### src/rtl/boothMulPkg.sv
package boothMulPkg;

  typedef struct packed {
    logic load;
    logic step;
  } dpStrobe_t;

  typedef enum logic [1:0] {
    OP_KEEP = 2'd0,
    OP_ADD  = 2'd1,
    OP_SUB  = 2'd2
  } boothOp_t;

  typedef enum logic {
    ST_IDLE = 1'b0,
    ST_RUN  = 1'b1
  } ctrlState_t;

endpackage

### src/rtl/boothRecode.sv
module boothRecode
  import boothMulPkg::*;
(
  input  logic     lowBit,
  input  logic     prevBit,
  output boothOp_t op
);

  always_comb begin
    unique case ({lowBit, prevBit})
      2'b10:   op = OP_SUB;
      2'b01:   op = OP_ADD;
      default: op = OP_KEEP;
    endcase
  end

endmodule

### src/rtl/boothMulDatapath.sv
module boothMulDatapath
  import boothMulPkg::*;
#(
  parameter int WIDTH = 8
) (
  input  logic               clk,
  input  logic               rstN,
  input  dpStrobe_t          strobe,
  input  logic [WIDTH-1:0]   loadMcand,
  input  logic [WIDTH-1:0]   loadMplier,
  output logic [2*WIDTH-1:0] productOut
);

  localparam int EXT = WIDTH + 1;

  logic [WIDTH-1:0] accReg;
  logic [WIDTH-1:0] mplierReg;
  logic [WIDTH-1:0] mcandReg;
  logic             extraBit;

  boothOp_t         stepOp;
  logic [EXT-1:0]   accExt;
  logic [EXT-1:0]   mcandExt;
  logic [EXT-1:0]   addend;
  logic             carryIn;
  logic [EXT-1:0]   partialSum;

  boothRecode u_recode (
    .lowBit  (mplierReg[0]),
    .prevBit (extraBit),
    .op      (stepOp)
  );

  // Guard bit: the sum is formed one bit wider so that its true sign is
  // shifted in even when the multiplicand is the most negative value.
  always_comb begin
    accExt   = {accReg[WIDTH-1], accReg};
    mcandExt = {mcandReg[WIDTH-1], mcandReg};
    unique case (stepOp)
      OP_ADD: begin
        addend  = mcandExt;
        carryIn = 1'b0;
      end
      OP_SUB: begin
        addend  = ~mcandExt;
        carryIn = 1'b1;
      end
      default: begin
        addend  = '0;
        carryIn = 1'b0;
      end
    endcase
    partialSum = accExt + addend + {{(EXT-1){1'b0}}, carryIn};
  end

  always_ff @(posedge clk or negedge rstN) begin
    if (!rstN) begin
      accReg    <= '0;
      mplierReg <= '0;
      mcandReg  <= '0;
      extraBit  <= 1'b0;
    end else if (strobe.load) begin
      accReg    <= '0;
      mplierReg <= loadMplier;
      mcandReg  <= loadMcand;
      extraBit  <= 1'b0;
    end else if (strobe.step) begin
      accReg    <= partialSum[EXT-1:1];
      mplierReg <= {partialSum[0], mplierReg[WIDTH-1:1]};
      extraBit  <= mplierReg[0];
    end
  end

  assign productOut = {accReg, mplierReg};

endmodule

### src/rtl/boothMulCtrl.sv
module boothMulCtrl
  import boothMulPkg::*;
#(
  parameter int WIDTH = 8
) (
  input  logic      clk,
  input  logic      rstN,
  input  logic      start,
  output dpStrobe_t strobe,
  output logic      busy,
  output logic      done
);

  localparam int CNT_W = $clog2(WIDTH) + 1;
  localparam logic [CNT_W-1:0] LAST_STEP = CNT_W'(WIDTH - 1);

  ctrlState_t       state;
  logic [CNT_W-1:0] stepCnt;
  logic             accept;
  logic             finalStep;

  assign accept    = (state == ST_IDLE) && start;
  assign finalStep = (state == ST_RUN) && (stepCnt == LAST_STEP);

  always_comb begin
    strobe.load = accept;
    strobe.step = (state == ST_RUN);
  end

  always_ff @(posedge clk or negedge rstN) begin
    if (!rstN) begin
      state   <= ST_IDLE;
      stepCnt <= '0;
      done    <= 1'b0;
    end else begin
      done <= finalStep;
      if (accept) begin
        state   <= ST_RUN;
        stepCnt <= '0;
      end else if (finalStep) begin
        state   <= ST_IDLE;
      end else if (state == ST_RUN) begin
        stepCnt <= stepCnt + 1'b1;
      end
    end
  end

  assign busy = (state == ST_RUN);

endmodule

### src/rtl/boothMultiplier.sv
module boothMultiplier
  import boothMulPkg::*;
#(
  parameter int WIDTH = 8
) (
  input  logic               clk,
  input  logic               rstN,
  input  logic               start,
  input  logic [WIDTH-1:0]   multiplicand,
  input  logic [WIDTH-1:0]   multiplier,
  output logic               busy,
  output logic               done,
  output logic [2*WIDTH-1:0] product
);

  dpStrobe_t dpStrobe;

  boothMulCtrl #(.WIDTH(WIDTH)) u_ctrl (
    .clk    (clk),
    .rstN   (rstN),
    .start  (start),
    .strobe (dpStrobe),
    .busy   (busy),
    .done   (done)
  );

  boothMulDatapath #(.WIDTH(WIDTH)) u_dp (
    .clk        (clk),
    .rstN       (rstN),
    .strobe     (dpStrobe),
    .loadMcand  (multiplicand),
    .loadMplier (multiplier),
    .productOut (product)
  );

endmodule

### config.mk
export PLATFORM = sky130hd
export DESIGN_NAME = boothMultiplier
export DESIGN_NICKNAME = d
export VERILOG_FILES = /design/src/rtl/boothMulPkg.sv /design/src/rtl/boothRecode.sv /design/src/rtl/boothMulDatapath.sv /design/src/rtl/boothMulCtrl.sv /design/src/rtl/boothMultiplier.sv
export SDC_FILE = /design/constraint.sdc
export NUM_CORES = 1
export LEC_CHECK = 0
export BUFFER_PORTS_ARGS = -buffer_cell sky130_fd_sc_hd__buf_2
export CAP_MARGIN = 20
export CORE_MARGIN = 8
export CORE_UTILIZATION = 58
export DETAILED_ROUTE_END_ITERATION = 7
export PLACE_DENSITY = 0.84
export SKIP_LAST_GASP = 1
export SLEW_MARGIN = 10
export SYNTH_ARGS = -nofsm -noshare
export SYNTH_HDL_FRONTEND = slang
export SYNTH_SLANG_ARGS = --single-unit
export TNS_END_PERCENT = 5
### constraint.sdc
create_clock -name clk -period 7.8 [get_ports clk]
set_clock_uncertainty 0.05 [all_clocks]
set_input_delay 0.39 -clock clk [delete_from_list [all_inputs] [get_ports clk]]
set_output_delay 0.39 -clock clk [all_outputs]
set_load 0.01 [all_outputs]
; Word-level counts from Yosys, hierarchy flattened
; Cells that the tools add are included.
[word_totals]
reg_bits = 31
inputBits = 19
out_inout_bits = 18
elab_cells = 37
[op_classes]
addsub = 3
eq_ne = 6
n_mux = 14
bitwise_logic = 2
reduce_logical = 5
[op_table]
columns = op, count
row1 = 8-bit two-way mux, 4
row2 = 9-bit case mux with 2 select lines, 1
row3 = 4-bit two-way mux, 3
row4 = 9-bit by 1-bit adder with 9-bit output, 1
row5 = 9-bit adder, 1
row6 = 9-bit inverter, 1
row7 = 1-bit two-way mux, 5
row8 = 4-bit by 1-bit adder with 4-bit output (second input constant), 1
row9 = 2-bit by 1-bit == test with 1-bit output (second input constant), 2
row10 = 2-bit == test (second input constant), 2
row11 = 4-bit by 3-bit == test with 1-bit output (second input constant), 1
row12 = 2-bit case mux with 2 select lines, 1
row13 = 2-bit nonzero test, 2
row14 = 1-bit logical AND, 2
row15 = 2-bit by 1-bit != test with 1-bit output (second input constant), 1
row16 = 2-bit AND reduction, 1
row17 = 1-bit inverter, 1

; Longest topological paths before layout
[logic_depth]
ltp_word = 8
mapped_depth = 10
mapped_depth_nobuf = 9

; Cells and area by module
; From an unflattened synthesis, not the netlist that was laid out.
[hier_totals]
cells_unflattened = 175
hier_area_um2 = 1764.2
[by_module_without_submodules]
columns = module, instances, cells_each, area_each_um2, seq_area_each_um2
row1 = boothMulDatapath, 1, 142, 1436.4, 625.6
row2 = boothMulCtrl, 1, 31, 312.8, 150.1
row3 = boothRecode, 1, 2, 15.0, 0.0

; Least setup slack after synthesis
; No wires, ideal clock.
[synth_path]
kind = flip-flop to flip-flop
start = register u_dp.mplierReg[0]
end = register u_dp.accReg[5]
setup_time_ns = 0.122
arrival_time_ns = 2.265
required_time_ns = 7.628
path_slack_ns = 5.363
path_stages_with_launch = 10
path_buffers = 1
period_less_slack_ns = 2.437
path_cell_list = dfrtp_1 nor2b_1 clkbuf_1 a21oi_1 fa_1 fa_1 nor2b_4 o31ai_1 a21o_1 a32o_1
[synth_via]
elab_chain_len = 8
elab_cells_between_ends = 11
classes_between = add/sub: 2 / eq/ne: 4 / mux: 5
[synth_rtl]
columns = element, line
row1 = "start, declared", boothMulDatapath.sv:17  ; logic [WIDTH-1:0] mplierReg;
row2 = "start signal, assigned", boothMulDatapath.sv:64  ; mplierReg <= loadMplier;
row3 = "start signal, assigned", boothMulDatapath.sv:69  ; mplierReg <= {partialSum[0], mplierReg[WIDTH-1:1]};
row4 = 2-bit by 1-bit == test with 1-bit output / 2-bit == test (equally long branches), boothRecode.sv:10  ; unique case ({lowBit, prevBit})
row5 = 2-bit case mux with 2 select lines *, boothRecode.sv:10
row6 = 2-bit == test / 2-bit by 1-bit == test with 1-bit output (equally long branches), boothMulDatapath.sv:39  ; unique case (stepOp)
row7 = 9-bit case mux with 2 select lines, boothMulDatapath.sv:39
row8 = 9-bit adder, boothMulDatapath.sv:53  ; partialSum = accExt + addend + {{(EXT-1){1'b0}}, carryIn};
row9 = 9-bit by 1-bit adder with 9-bit output *, boothMulDatapath.sv:53
row10 = 8-bit two-way mux *, boothMulDatapath.sv:67  ; end else if (strobe.step) begin
row11 = 8-bit two-way mux *, boothMulDatapath.sv:62  ; end else if (strobe.load) begin
row12 = "end signal, assigned", boothMulDatapath.sv:68  ; accReg <= partialSum[EXT-1:1];
row13 = "end, declared", boothMulDatapath.sv:16  ; logic [WIDTH-1:0] accReg;
; Every way passes the cells marked *; elsewhere a longest branch is shown, timed or not. The select of a mux whose other input is x is not followed.
; A chain may end at the register's enable or synchronous reset.

; Final worst setup path
; Ends and elaborated chain as after synthesis.

==> metrics.md <==
| Metric | Value |
|---|---|
| Synth cell count leaders | `31 x dfrtp_1, 22 x o21ai_0, 21 x nand2_1` |
| Critical Path Source Type | `flip-flop` |
| Clock tree from TritonCTS | `built` |
| Max Slew Vio Count | `0` |
| CTS Buf Count | `5` |
| Max-cap viol count | `0` |
| DR vias | `1395` |
| Die ar. | `4940 µm²` |
| PortBufs | `36` |
| Remaining DRCs | `0` |
| I/O pin count | `37` |
| Arr. time, crit path | `2890 ps` |
| Hold buffers post-CTS | `0` |
| Global-route wire length before repair | `6510 µm` |
| Warnings, synthesis | `0` |
| Global-route usage over all layers | `0.160` |
| Final net count | `232` |
| Hold Slack | `30.2 ps` |
| Final setup fails | `0` |
| Critical path capture point type | `flip-flop` |
| Worst vdd ir | `349 µV` |
| Post-synth EDFFs | `0` |
| Iter 0 DRT Violations | `64` |
| Cell Rows | `19` |
| HP Class | `primary input to asynchronous set/reset pin` |
| Worst rel slew slack | `0.355` |
| Async SR Flop Fraction | `1.00` |
| # H-tree levels | `2` |
| PwrDens | `484 nW/µm²` |
| Synthesized area | `1710 µm²` |
| Worst R2R Path Depth | `8` |
| Post-route ant nets | `0` |
| Biggest area consumer among synthesized cells | `dfrtp_1` |
| R2r endpoint | `u_dp.accReg[5]$_DFFE_PN0P_` |
| Die Wd | `70.3 µm` |
| Synth area leaders | `dfrtp_1 45%, o21ai_0 6.4%, ha_1 5.9%` |
| Post-DP HPWL | `2830 µm` |
| Syn Inst Count | `169` |
| Layout cells sized above 1 | `0.260` |
| Routed len/inst | `15.9 µm` |
| TNS Setup | `0 ps` |
| Worst R2R Setup Slack | `5080 ps` |
| Most frequent cell after synthesis | `dfrtp_1` |
| Skew-Pair Late Insertion Delay | `340 ps` |
| Setup Buffers After CTS | `0` |
| Worst-path fanout max | `8` |
| RSZ-0062 raised after global routing | `false` |
| Via-to-Cell Ratio | `5.94` |
| Final min period | `2720 ps` |
| Yosys cell types | `39` |
| Overall power | `956 µW` |
| Setup CP Type | `flip-flop to flip-flop` |
| Mean Syn Cell Area | `10.1 µm²` |
| RePlAce Congestion | `0.820` |
| Dominant synthesized flop cell | `dfrtp_1` |
| Yosys reg bits | `31` |
| Routed wire length | `3740 µm` |
| Clock Pin Slew Worst Setup and Hold Paths | `100 ps` |
| Vias in the first global route | `1399` |
| Status | `finished clean` |
| Area Overhead vs Synth | `15.4%` |
| Starting Density | `0.615` |
| Final Hold Fails | `0` |
| Die H | `70.3 µm` |
| Least-Margin Pin Slew | `967 ps` |
| Net Count, Synth | `198` |
| RR Startpoint | `u_dp.mplierReg[0]$_DFFE_PN0P_` |
| Inserted Diodes | `0` |
| CTS root buffer | `clkbuf_4` |
| First drt pass iteration count | `4` |
| Required time of the critical path | `7970 ps` |
| Num Clock Sinks | `31` |
| Cts repair resizes | `0` |
| Floorplan core area | `2780 µm²` |
| Longest Clk Path Bufs | `2` |
| Final Cycle Share | `0.348` |
| Synth top area share | `0.454` |
| Total grt overflow | `0` |
| Fmax achieved | `0.368 GHz` |
| Register area share after synthesis | `0.454` |
| Largest net degree at the start of global routing | `34` |
| Initial antenna violation count | `0` |
| Static Leakage | `0.976 nW` |
-- metal layers --
layer | global-route usage | up-vias | wire length (µm)
met2 | 0.247 | 35 | 1890
met4 | 0.0558 | 0 | 51
met5 | 0 | - | 0
met1 | 0.198 | 677 | 1560
met3 | 0.0607 | 7 | 240
li1 | - | 676 | -
-- flip-flops by register name (all words and copies together), names as in the netlist --
register,count
u_ctrl.busy,1
u_ctrl.done,1
u_ctrl.stepCnt,4
u_dp.accReg,8
u_dp.extraBit,1
u_dp.mcandReg,8
u_dp.mplierReg,8
-- worst max-delay path by stage --
stage,from,end,slack (ps),depth (start not counted)
after global placement,u_dp.mplierReg[0]$_DFFE_PN0P_,u_dp.accReg[5]$_DFFE_PN0P_,5250,8
after CTS,u_dp.mplierReg[0]$_DFFE_PN0P_,u_dp.accReg[5]$_DFFE_PN0P_,5080,8
after global routing,u_dp.mplierReg[0]$_DFFE_PN0P_,u_dp.accReg[5]$_DFFE_PN0P_,4890,8
after detailed placement,u_dp.mplierReg[0]$_DFFE_PN0P_,u_dp.accReg[5]$_DFFE_PN0P_,5100,8
final,u_dp.mplierReg[0]$_DFFE_PN0P_,u_dp.accReg[5]$_DFFE_PN0P_,5080,8
after floorplan,u_dp.mplierReg[0]$_DFFE_PN0P_,u_dp.accReg[5]$_DFFE_PN0P_,5360,9
-- power breakdown --
part / internal (mW) / total [mW] / switching [mW]
clock network: 0.0757 / 0.131 / 0.0557
registers: 0.246 / 0.323 / 0.0774
logic: 0.240 / 0.502 / 0.262
total: 0.561 / 0.956 / 0.395
-- cells in the final DEF, fill, tap and decap left out, types with 3 or more instances in the layout --
| master | n |
|---|---|
| mux2i_1 | 9 |
| a211oi_1 | 3 |
| inv_1 | 6 |
| nand2b_1 | 3 |
| dfrtp_1 | 31 |
| o31ai_1 | 4 |
| o21ai_0 | 22 |
| a21oi_1 | 7 |
| nor2b_1 | 3 |
| clkbuf_4 | 5 |
| buf_2 | 36 |
| ha_1 | 8 |
| nand2_1 | 21 |
| mux2_2 | 8 |
| nor2_1 | 6 |
-- cell type report --
cell class	instances	area, µm²
multi-input combinational	123	871
fill	223	807
sequential	31	776
timing repair buffer	36	180
clock buffer	6	51.3
tap	31	38.8
clock inverter	2	35.0
inverter	6	22.5
-- worst max-delay path: stages, from the launching register on --
cell     delay, ps
dfrtp_1        430
nor2b_1        430
a21oi_1        160
fa_1           420
fa_1           450
nor2b_4        140
o31ai_1        100
a21o_1         170
a32o_1         250
-- cell families after synthesis --
family / synth area share
simple gates: 0.132
mux: 0.105
xor+xnor: 0.0154
fa+ha+maj: 0.0819
buf+inv: 0.0373
compound gates: 0.175
flops: 0.454
-- stage by stage --
stage | utilization | setup slack, ps | cell area [µm²] | instances
after floorplan | - | 5360 | 1710 | 169
after global placement | 0.679 | 5250 | 1890 | 227
after detailed placement | 0.679 | 5100 | 1890 | 227
after CTS | 0.710 | 5080 | 1970 | 235
after global routing | 0.710 | 4890 | 1970 | 235
final | 0.710 | 5080 | 1970 | 235
Power figures use the tool's default switching activity.
